## src/rtl/idp_pkg.sv

```systemverilog
package idp_pkg;
    typedef enum logic [2:0] {
        S_IDLE,
        S_ADDR_HI,
        S_ADDR_LO,
        S_WR_DATA,
        S_LOCK_DATA,
        S_LOCK_HELD,
        S_RD_DATA
    } idp_state_e;
endpackage

```

## src/rtl/idp_fsm.sv

```systemverilog
module idp_fsm
    import idp_pkg::*;
#(
    parameter int AW       = 8,
    parameter int SEL_BIT  = 2,
    parameter int LOCK_BIT = 1
) (
    input  logic          clk,
    input  logic          rst_n,
    input  logic          start_vld,
    input  logic          start_rd,
    input  logic          byte_vld,
    input  logic [7:0]    byte_in,
    input  logic          rd_req,
    input  logic          commit,
    input  logic          locked_i,
    output logic          ack_vld,
    output logic          ack,
    output logic          stage_we,
    output logic          stage_clr,
    output logic [AW-1:0] stage_idx,
    output logic [7:0]    stage_data,
    output logic          apply_go,
    output logic          lock_go,
    output logic          rd_go,
    output logic [AW-1:0] rd_idx
);
    idp_state_e    state, state_nx;
    logic [AW-1:0] ptr;
    logic          lock_sel;
    logic          lock_req;
    logic          byte_ev;

    assign byte_ev = byte_vld && !start_vld;

    // state register
    always_ff @(posedge clk) begin
        if (!rst_n) state <= S_IDLE;
        else        state <= state_nx;
    end

    // next-state decode
    always_comb begin
        state_nx = state;
        if (start_vld) begin
            state_nx = start_rd ? S_RD_DATA : S_ADDR_HI;
        end else if (commit) begin
            state_nx = S_IDLE;
        end else if (byte_vld) begin
            unique case (state)
                S_ADDR_HI:   state_nx = S_ADDR_LO;
                S_ADDR_LO:   state_nx = lock_sel ? S_LOCK_DATA : S_WR_DATA;
                S_LOCK_DATA: state_nx = S_LOCK_HELD;
                default:     state_nx = state;
            endcase
        end
    end

    // strobes toward the page store
    always_comb begin
        stage_clr  = start_vld;
        stage_we   = byte_ev && (state == S_WR_DATA) && !locked_i;
        stage_idx  = ptr;
        stage_data = byte_in;
        apply_go   = commit && !start_vld && (state == S_WR_DATA) && !locked_i;
        lock_go    = commit && !start_vld && (state == S_LOCK_HELD) && lock_req;
        rd_go      = rd_req && !start_vld && (state == S_RD_DATA);
        rd_idx     = ptr;
    end

    // registered outputs and datapath
    always_ff @(posedge clk) begin
        if (!rst_n) begin
            ack_vld  <= 1'b0;
            ack      <= 1'b0;
            ptr      <= '0;
            lock_sel <= 1'b0;
            lock_req <= 1'b0;
        end else begin
            ack_vld <= 1'b0;
            ack     <= 1'b0;
            if (start_vld) begin
                lock_req <= 1'b0;
            end else if (byte_vld) begin
                unique case (state)
                    S_ADDR_HI: begin
                        ack_vld  <= 1'b1;
                        ack      <= 1'b1;
                        lock_sel <= byte_in[SEL_BIT];
                    end
                    S_ADDR_LO: begin
                        ack_vld <= 1'b1;
                        ack     <= 1'b1;
                        ptr     <= byte_in[AW-1:0];
                    end
                    S_WR_DATA: begin
                        ack_vld <= 1'b1;
                        ack     <= !locked_i;
                        ptr     <= ptr + 1'b1;
                    end
                    S_LOCK_DATA: begin
                        ack_vld  <= 1'b1;
                        ack      <= !locked_i;
                        lock_req <= byte_in[LOCK_BIT] && !locked_i;
                    end
                    S_LOCK_HELD: begin
                        ack_vld <= 1'b1;
                        ack     <= 1'b0;
                    end
                    default: ;
                endcase
            end
            if (rd_go) ptr <= ptr + 1'b1;
        end
    end

    // address bytes are always acknowledged
    p_addr_ack_r2: assert property (@(posedge clk) disable iff (!rst_n)
        (byte_ev && (state == S_ADDR_HI || state == S_ADDR_LO)) |=> (ack_vld && ack));

    // a locked page refuses write data
    p_data_nak_locked_r6: assert property (@(posedge clk) disable iff (!rst_n)
        (byte_ev && state == S_WR_DATA && locked_i) |=> (ack_vld && !ack));

    // extra bytes of a lock transaction are refused
    p_extra_lock_nak_r9: assert property (@(posedge clk) disable iff (!rst_n)
        (byte_ev && state == S_LOCK_HELD) |=> (ack_vld && !ack));
endmodule

```

## src/rtl/idp_store.sv

```systemverilog
module idp_store #(
    parameter int          DEPTH   = 256,
    parameter int          AW      = 8,
    parameter logic [23:0] ID_CODE = 24'h20E011
) (
    input  logic          clk,
    input  logic          rst_n,
    input  logic          stage_we,
    input  logic          stage_clr,
    input  logic [AW-1:0] stage_idx,
    input  logic [7:0]    stage_data,
    input  logic          apply_go,
    input  logic          lock_go,
    input  logic          rd_go,
    input  logic [AW-1:0] rd_idx,
    output logic          locked,
    output logic          rd_vld,
    output logic [7:0]    rd_data
);
    logic [7:0]       page  [DEPTH];
    logic [7:0]       stage [DEPTH];
    logic [DEPTH-1:0] mask;

    function automatic logic [7:0] init_byte(input int k);
        case (k)
            0:       return ID_CODE[23:16];
            1:       return ID_CODE[15:8];
            2:       return ID_CODE[7:0];
            default: return 8'hFF;
        endcase
    endfunction

    always_ff @(posedge clk) begin
        if (!rst_n) begin
            for (int i = 0; i < DEPTH; i++) page[i] <= init_byte(i);
        end else if (apply_go) begin
            for (int i = 0; i < DEPTH; i++)
                if (mask[i]) page[i] <= stage[i];
        end
    end

    always_ff @(posedge clk) begin
        if (!rst_n)                     mask <= '0;
        else if (stage_clr || apply_go) mask <= '0;
        else if (stage_we)              mask[stage_idx] <= 1'b1;
    end

    always_ff @(posedge clk) begin
        if (stage_we) stage[stage_idx] <= stage_data;
    end

    always_ff @(posedge clk) begin
        if (!rst_n) begin
            locked  <= 1'b0;
            rd_vld  <= 1'b0;
            rd_data <= '0;
        end else begin
            if (lock_go) locked <= 1'b1;
            rd_vld <= rd_go;
            if (rd_go) rd_data <= page[rd_idx];
        end
    end

    // the lock never clears outside reset
    p_lock_sticky_r7: assert property (@(posedge clk) disable iff (!rst_n)
        locked |=> locked);
endmodule

```

## src/rtl/idp_ctrl.sv

```systemverilog
module idp_ctrl #(
    parameter int          PAGE_BYTES = 256,
    parameter logic [23:0] ID_CODE    = 24'h20E011,
    parameter int          SEL_BIT    = 2,
    parameter int          LOCK_BIT   = 1
) (
    input  logic       clk,
    input  logic       rst_n,
    input  logic       start_vld,
    input  logic       start_rd,
    input  logic       byte_vld,
    input  logic [7:0] byte_in,
    input  logic       rd_req,
    input  logic       commit,
    output logic       ack_vld,
    output logic       ack,
    output logic       rd_vld,
    output logic [7:0] rd_data,
    output logic       locked
);
    localparam int AW = $clog2(PAGE_BYTES);

    logic          stage_we, stage_clr, apply_go, lock_go, rd_go;
    logic [AW-1:0] stage_idx, rd_idx;
    logic [7:0]    stage_data;

    idp_fsm #(.AW(AW), .SEL_BIT(SEL_BIT), .LOCK_BIT(LOCK_BIT)) u_fsm (
        .clk(clk), .rst_n(rst_n),
        .start_vld(start_vld), .start_rd(start_rd),
        .byte_vld(byte_vld), .byte_in(byte_in),
        .rd_req(rd_req), .commit(commit), .locked_i(locked),
        .ack_vld(ack_vld), .ack(ack),
        .stage_we(stage_we), .stage_clr(stage_clr),
        .stage_idx(stage_idx), .stage_data(stage_data),
        .apply_go(apply_go), .lock_go(lock_go),
        .rd_go(rd_go), .rd_idx(rd_idx)
    );

    idp_store #(.DEPTH(PAGE_BYTES), .AW(AW), .ID_CODE(ID_CODE)) u_store (
        .clk(clk), .rst_n(rst_n),
        .stage_we(stage_we), .stage_clr(stage_clr),
        .stage_idx(stage_idx), .stage_data(stage_data),
        .apply_go(apply_go), .lock_go(lock_go),
        .rd_go(rd_go), .rd_idx(rd_idx),
        .locked(locked), .rd_vld(rd_vld), .rd_data(rd_data)
    );

    // the lock rises only on a commit edge
    p_lock_at_commit_r7: assert property (@(posedge clk) disable iff (!rst_n)
        $rose(locked) |-> $past(commit));

    // read data answers a request of the previous cycle
    p_rd_latency_r10: assert property (@(posedge clk) disable iff (!rst_n)
        rd_vld |-> $past(rd_req));
endmodule

```

## config.mk

```make
export PLATFORM = sky130hd
export DESIGN_NAME = idp_ctrl
export DESIGN_NICKNAME = d
export VERILOG_FILES = /design/src/rtl/idp_pkg.sv /design/src/rtl/idp_fsm.sv /design/src/rtl/idp_store.sv /design/src/rtl/idp_ctrl.sv
export SDC_FILE = /design/constraint.sdc
export NUM_CORES = 2
export LEC_CHECK = 0
export ABC_CLOCK_PERIOD_IN_PS = 3600
export BUFFER_PORTS_ARGS = -buffer_cell sky130_fd_sc_hd__buf_4
export CORE_ASPECT_RATIO = 1.5
export CORE_UTILIZATION = 50
export CTS_BUF_LIST = sky130_fd_sc_hd__clkbuf_16
export DETAILED_ROUTE_END_ITERATION = 7
export GPL_ROUTABILITY_DRIVEN = 0
export PLACE_DENSITY = 0.67
export SLEW_MARGIN = 20
export SYNTH_ARGS = -nofsm -noshare
export SYNTH_HDL_FRONTEND = slang
export SYNTH_SLANG_ARGS = --single-unit
```

## constraint.sdc

```tcl
create_clock -name clk -period 3.6 [get_ports clk]
set_input_delay 0.18 -clock clk [delete_from_list [all_inputs] [get_ports clk]]
set_output_delay 0.18 -clock clk [all_outputs]
set_load 0.05 [all_outputs]
```

# After elaboration in Yosys (flattened, before gate mapping)
# Memory sizes are Yosys's and may differ from the RTL's. A register that Yosys moved wholly into a read port is not among the register bits.
# Index checks and enable logic that the tools add are counted.
dict set report totals {
  regBits 273
  ramBits 4096
  input_bits 15
  output_inout_bits 12
  elab_cells 1612
  n_memories 2
}
# name words word_bits rd rd_clocked_by_memory_dff wr line_no
set mem_list {}
lappend mem_list {u_store.page 256 8 1 1 256 idp_store.sv:20} ;# logic [7:0] page [DEPTH];
lappend mem_list {u_store.stage 256 8 256 0 1 idp_store.sv:21} ;# logic [7:0] stage [DEPTH];
dict set report op_classes {
  add_sub_neg 1
  magnitude_cmp 2
  eq_ne 7
  mux 1301
  bitwise_logic 260
  reduce_logical 30
}
# op n
set ops {}
lappend ops {{$mux 8} 263}
lappend ops {{$mux 1} 1029}
lappend ops {{$or 1x1->1} 256}
lappend ops {{$or 256x256->256} 1}
lappend ops {{$pmux 8 s2} 1}
lappend ops {{$mux 3} 5}
lappend ops {{$logic_and 1x1->1} 12}
lappend ops {{$eq 3x3->1 const B} 3}
lappend ops {{$lt 8x9->1 const B} 1}
lappend ops {{$pmux 3 s3} 1}
lappend ops {{$add 8x1->8 const B} 1}
lappend ops {{$demux 1 s8} 1}
lappend ops {{$ge 8x1->1 const B} 1}
lappend ops {{$reduce_or 2->1} 4}
lappend ops {{$eq 3x2->1 const B} 2}
lappend ops {{$reduce_and 3->1} 2}
lappend ops {{$reduce_bool 3->1} 2}
lappend ops {{$reduce_bool 5->1} 1}
lappend ops {{$reduce_or 5->1} 1}
lappend ops {{$reduce_and 2->1} 2}
lappend ops {{$eq 3x1->1 const B} 1}
lappend ops {{$logic_not 1->1} 3}
lappend ops {{$not 1->1} 3}
lappend ops {{$reduce_or 3->1} 1}
lappend ops {{4 further kinds} 4}

# Logic depth before layout (Yosys ltp)
dict set report logic_depth {
  ltp_word 8
  mapped_depth 13
  ltp_nobuf 7
}

# Cells and area by module
# A second synthesis with hierarchy kept.
dict set report unflattened {
  hier_cells 9790
  hier_area_um2 166159.4
}
# mod n_inst cells_each area_per_inst_um2 seq_area_each_um2
set modules_own_cells {}
lappend modules_own_cells {idp_store 1 9651 165045.8 128323.1}
lappend modules_own_cells {idp_fsm 1 139 1113.6 300.3}

# Worst setup path after synthesis
# No wires, ideal clock.
dict set report synth_path {
  path_type {register -> register}
  from {register u_fsm.ptr[0] (netlist: u_fsm.rd_idx[0])}
  to {memory u_store.stage[10][0], enable pin}
  arrival_time_ps 2624
  t_required_ps 3226
  slack_ps 602
  stages_incl_launch_ff 12
  path_buffers 7
  period_less_slack_ps 2998
  path_cell_list {dfxtp_1 buf_6 buf_6 buf_4 inv_1 buf_2 buf_2 clkbuf_1 ha_1 nand2_1 clkbuf_1 nor2_1}
}
# element line_no
set synth_lines {}
lappend synth_lines {{from (decl)} idp_fsm.sv:29} ;# logic [AW-1:0] ptr;
lappend synth_lines {{from (signal assigned)} idp_fsm.sv:94} ;# ptr <= byte_in[AW-1:0];
lappend synth_lines {{from (signal assigned)} idp_fsm.sv:99} ;# ptr <= ptr + 1'b1;
lappend synth_lines {{from (signal assigned)} idp_fsm.sv:113} ;# if (rd_go) ptr <= ptr + 1'b1;
lappend synth_lines {{to (decl)} idp_store.sv:21}
# Straight into the memory's write port.

==> impl_metrics.yaml <==
routing:
  via_count: 82690
  dr.pass1.iters: 6
  drt.antenna.violating_nets: 0
  average_wire_per_cell_in_the_routed_design_microns: 28.63
  drt_drc_violations_left: 0
  routed_via_density: 5.718
  drt_first_iter_violations: 9081
  routed_wl_mm: 414.0
synthesis:
  post_synthesis_instance_area_sq_um: 165400
  synthDominantAreaCellType: "sky130_fd_sc_hd__edfxtp_1"
  synth_fa_ha_area_share_pct: 0.03026
  synth_edf_count: 4096
  synth_seq_cells: 4377
  synth_area_leaders: "sky130_fd_sc_hd__edfxtp_1 (74%), sky130_fd_sc_hd__mux4_2 (7.0%), sky130_fd_sc_hd__nand2b_1 (3.9%)"
  synthMuxAreaShare_pct: 7.984
  synth-seq-area-share_pct: 77.76
  synth-main-ff-cell: "sky130_fd_sc_hd__edfxtp_1"
  post_syn_instances: 9298
  synth-xor-area-share_pct: 0.005295
  synth_compound_gate_area_share_pct: 2.374
  synth_largest_type_area_fraction_pct: 74.36
  ys_async_sr_fraction_pct: 0
  yosysUniqueCellTypes: 64
  synth_area_per_cell_sq_um: 17.79
  synthSimpleGateAreaFrac_pct: 10.60
  synth_nets: 9317
  synth_warnings: 0
  main_combinational_cell_family_by_area_after_synthesis: "simple AND/OR/NAND/NOR gates"
job:
  max_cap_violations: 0
pwr:
  power_per_cell_area_nw_per_um2: 536.3
  peakVddDrop_mv: 0.4111
  power.combinational.fraction_pct: 3.2
  share_seq_of_total_power_pct: 56.0
  totalPowerFinal_mw: 100.4
  power.share.clock_pct: 40.8
  total_switching_power_mw: 20.83
  p_leak_nw: 55.69
  cell_internal_pwr_mw: 79.53
  power_switching_share_pct: 20.76
global_route:
  gr-total-overflow: 0
  antenna_found_initial: 13
  first_pass_grt_wire_length_mm: 588.1
  largest_net_degree_at_the_start_of_global_routing: 148
  first_global_vias: 83400
  global_route.usage.total_pct: 24.72
sta:
  setup-tns-final_ns: 0
  setup_repair_after_global_routing_missed_its_margin: "false"
  period_minus_slack_ns: 3.586
  drv_slew: 0
  max_clock_freq_ghz: 0.2789
  setup_viol: 0
  slew_headroom_pct: 28.45
  fin_skew_ns: 0.06397
  final.period_utilization_pct: 99.60
  hold_violations_final: 0
  tightestPinTransition_ns: 1.071
hold_path:
  hold_start: "rd_req"
  timing.hold.worst_path_depth: 5
  min-delay-path-class: "in2reg"
die:
  num_rows: 258
  die_w_microns: 471.6
  die-area_sq_um: 333200
  floorplan.io_pins: 27
  floorplan.initialDensity_pct: 50.23
  floorplan.core_area_sq_um: 329300
  chipHeight_microns: 706.4
final_layout:
  drive_above_1_share_pct: 26.71
  finish.cell_count_without_fillers: 14460
  final_net_count: 9877
  finish.utilization_pct: 56.84
  synthToLayoutAreaGrowth_pct: 13.15
  n_fill_cell: 24400
placement:
  dpl.cell_count: 13760
  hpwlAfterDp_mm: 269.2
  placement.io_buffers: 26
clock_tree:
  postCtsSetupRepairBufs: 0
  cts_tree: "done"
  cts_root_buf: "sky130_fd_sc_hd__clkbuf_16"
  cts_buffer_count: 370
  cts_sinks: 4377
  cts-htree-levels: 5
  clockBufferDepth: 4
  clkSlewWorstSetupHoldPaths_ns: 0.07
  clk_latency_ns: 0.96
worst_setup_path:
  r2r-end: "u_store.rd_data[2]"
  cp.depth: 9
  critical_path.endpoint_type: "flop"
  critPathSlowestCell: "sky130_fd_sc_hd__or4_1"
  worst-path-buf-inv: 3
  startpoint_type: "flop"
  critPathLaunch: "u_fsm.rd_idx[0]"
  cpMostUsedCell: "sky130_fd_sc_hd__buf_4"
  timing.setup.critical_path_class: "reg2reg"
  cpPeakStageDelay_ns: 0.70
  critical_path_peak_fanout: 16
  rr_worst_depth: 9
  rrSetupSlack_ns: 0.01
  timing.critical_path.arrival_ns: 4.41
  crit_chain: "buf_12 > buf_4 > mux4_2 > a22oi_1 > a21oi_1 > or4_1 > a31oi_1 > buf_4 > o22ai_1"
  path_delay_family: "compound AO/OA/AOI/OAI gates"
  crit_end: "u_store.rd_data[2]"
  r2r_start: "u_fsm.rd_idx[0]"
  cp.required_ns: 4.42
status:
  status: "completed"
-- synthesized netlist by cell type (5+ instances only) --
master                      number
sky130_fd_sc_hd__a211oi_1       17
sky130_fd_sc_hd__a21boi_0        6
sky130_fd_sc_hd__a21oi_1        55
sky130_fd_sc_hd__a221oi_1        8
sky130_fd_sc_hd__a22oi_1        61
sky130_fd_sc_hd__a31oi_1        17
sky130_fd_sc_hd__and2_1          7
sky130_fd_sc_hd__and3_1         26
sky130_fd_sc_hd__buf_1          21
sky130_fd_sc_hd__buf_2          84
sky130_fd_sc_hd__buf_4          48
sky130_fd_sc_hd__buf_6           6
sky130_fd_sc_hd__clkbuf_1      284
sky130_fd_sc_hd__dfxtp_1       281
sky130_fd_sc_hd__edfxtp_1     4096
sky130_fd_sc_hd__inv_1           8
sky130_fd_sc_hd__mux2_2         56
sky130_fd_sc_hd__mux2i_1       104
sky130_fd_sc_hd__mux4_2        511
sky130_fd_sc_hd__nand2_1       753
sky130_fd_sc_hd__nand2b_1     1018
sky130_fd_sc_hd__nand3_1        36
sky130_fd_sc_hd__nand4_1         9
sky130_fd_sc_hd__nor2_1        309
sky130_fd_sc_hd__nor2b_1        20
sky130_fd_sc_hd__nor3_1         15
sky130_fd_sc_hd__o2111ai_1       5
sky130_fd_sc_hd__o211ai_1       10
sky130_fd_sc_hd__o21a_1        257
sky130_fd_sc_hd__o21ai_0        58
sky130_fd_sc_hd__o221ai_1        6
sky130_fd_sc_hd__o22ai_1        22
sky130_fd_sc_hd__o31ai_1         6
sky130_fd_sc_hd__or2_1          78
sky130_fd_sc_hd__or2_2         943
-- final cells by class --
class | instances | area [sq um] | area share [%]
sequential | 4377 | 128600 | 68.74
clock buffer | 376 | 9409 | 5.028
timing repair buffer | 632 | 5943 | 3.176
tap | 4290 | 5368 | 2.868
multi-input combinational | 4468 | 34830 | 18.61
clock inverter | 303 | 2907 | 1.553
antenna | 5 | 12.51 | 0.006686
inverter | 9 | 35.03 | 0.01872
-- tightest hold or removal path: cells and delay by family --
kind,cells,cell delay [ns]
buf+inv,2,0.37
simple gates,3,0.46
-- flip-flops by register name (all words and copies together), names as in the netlist --
register and cells:
u_fsm.ack_vld 1, u_fsm.rd_idx 8, u_fsm.state 3, u_fsm.ack 1, u_fsm.lock_req 1, u_store.locked 1, u_fsm.lock_sel 1, u_store.mask 256
u_store.rd_data 8, u_store.rd_vld 1, u_store.page 2048, u_store.stage 2048
-- worst min path at each step --
| stage | to | slack (ns) |
|---|---|---|
| 4_1_cts | u_store.rd_vld | 0.09 |
| 2_1_floorplan | u_store.stage[0][0] | 0.28 |
| 6_report | u_store.rd_vld | 0.18 |
| 3_3_place_gp | u_fsm.lock_req | 0.44 |
| 5_1_grt | u_store.rd_vld | 0.18 |
| 3_5_place_dp | u_store.mask[189] | 0.45 |
-- metrics by stage --
| stage | cell area [sq um] | hold WS [ns] | setup slack (ns) |
|---|---|---|---|
| after global routing | 187100 | 0.1761 | 0.04733 |
| after detailed placement | 174600 | 0.4526 | -0.04043 |
| after floorplan | 165400 | 0.2789 | 0.6021 |
| after CTS | 187100 | 0.08993 | 0.05523 |
| after global placement | 174600 | 0.4445 | -0.06043 |
| final | 187100 | 0.1839 | 0.01444 |
-- cell usage in the layout, fill, tap and decap left out, types with 10 or more instances in the layout --
cell type                       count
sky130_fd_sc_hd__a211oi_1          17
sky130_fd_sc_hd__a21oi_1           53
sky130_fd_sc_hd__a22oi_1           61
sky130_fd_sc_hd__a31oi_1           17
sky130_fd_sc_hd__and3_1            26
sky130_fd_sc_hd__buf_12            87
sky130_fd_sc_hd__buf_4            519
sky130_fd_sc_hd__bufinv_16         49
sky130_fd_sc_hd__clkbuf_16        376
sky130_fd_sc_hd__clkinv_1          74
sky130_fd_sc_hd__clkinv_2          58
sky130_fd_sc_hd__clkinv_4          14
sky130_fd_sc_hd__clkinvlp_4        26
sky130_fd_sc_hd__dfxtp_1          275
sky130_fd_sc_hd__dlygate4sd3_1     17
sky130_fd_sc_hd__edfxtp_1        4096
sky130_fd_sc_hd__inv_1             63
sky130_fd_sc_hd__inv_6             18
sky130_fd_sc_hd__mux2_2            56
sky130_fd_sc_hd__mux2i_1          104
sky130_fd_sc_hd__mux4_2           511
sky130_fd_sc_hd__nand2_1          737
sky130_fd_sc_hd__nand2_2           16
sky130_fd_sc_hd__nand2b_1        1018
sky130_fd_sc_hd__nand3_1           36
sky130_fd_sc_hd__nor2_1           304
sky130_fd_sc_hd__nor2b_1           16
sky130_fd_sc_hd__nor3_1            15
sky130_fd_sc_hd__o211ai_1          10
sky130_fd_sc_hd__o21a_1           257
sky130_fd_sc_hd__o21ai_0           58
sky130_fd_sc_hd__o22ai_1           22
sky130_fd_sc_hd__or2_1             78
sky130_fd_sc_hd__or2_2            943
-- layer usage --
metal	vias to the layer above	track usage, %	wire length [microns]
met4	2	12.10	22640
met5	-	0	9
met2	3322	44.81	219300
met1	42750	28.88	145500
li1	35830	-	-
met3	789	3.047	26580
-- power by group through the flow --
stage	sequential (mW)	combinational, mW	clock, mW
6_report	56.2	3.20	40.9
5_1_grt	56.2	3.35	43.2
4_1_cts	56.2	3.23	41.4
3_5_place_dp	57.3	3.20	0
3_3_place_gp	57.3	3.14	0
2_1_floorplan	57.2	1.53	0
-- cell families after synthesis --
family	count (synthesis)
adder cells (fa/ha/maj)	4
AO/OA/AOI/OAI	557
buffers and inverters	453
XOR/XNOR	1
flip-flops	4377
multiplexers	672
AND/OR/NAND/NOR	3234
-- repair_timing --
item / 4_1_cts / 5_1_grt
hold buffers: 17 / 0
endpoints found under the hold margin: 627 / 0
setup endpoints to repair: 1 / 0
gates resized for setup: 1 / 0
Note: power is estimated with default switching activity, not from simulation.
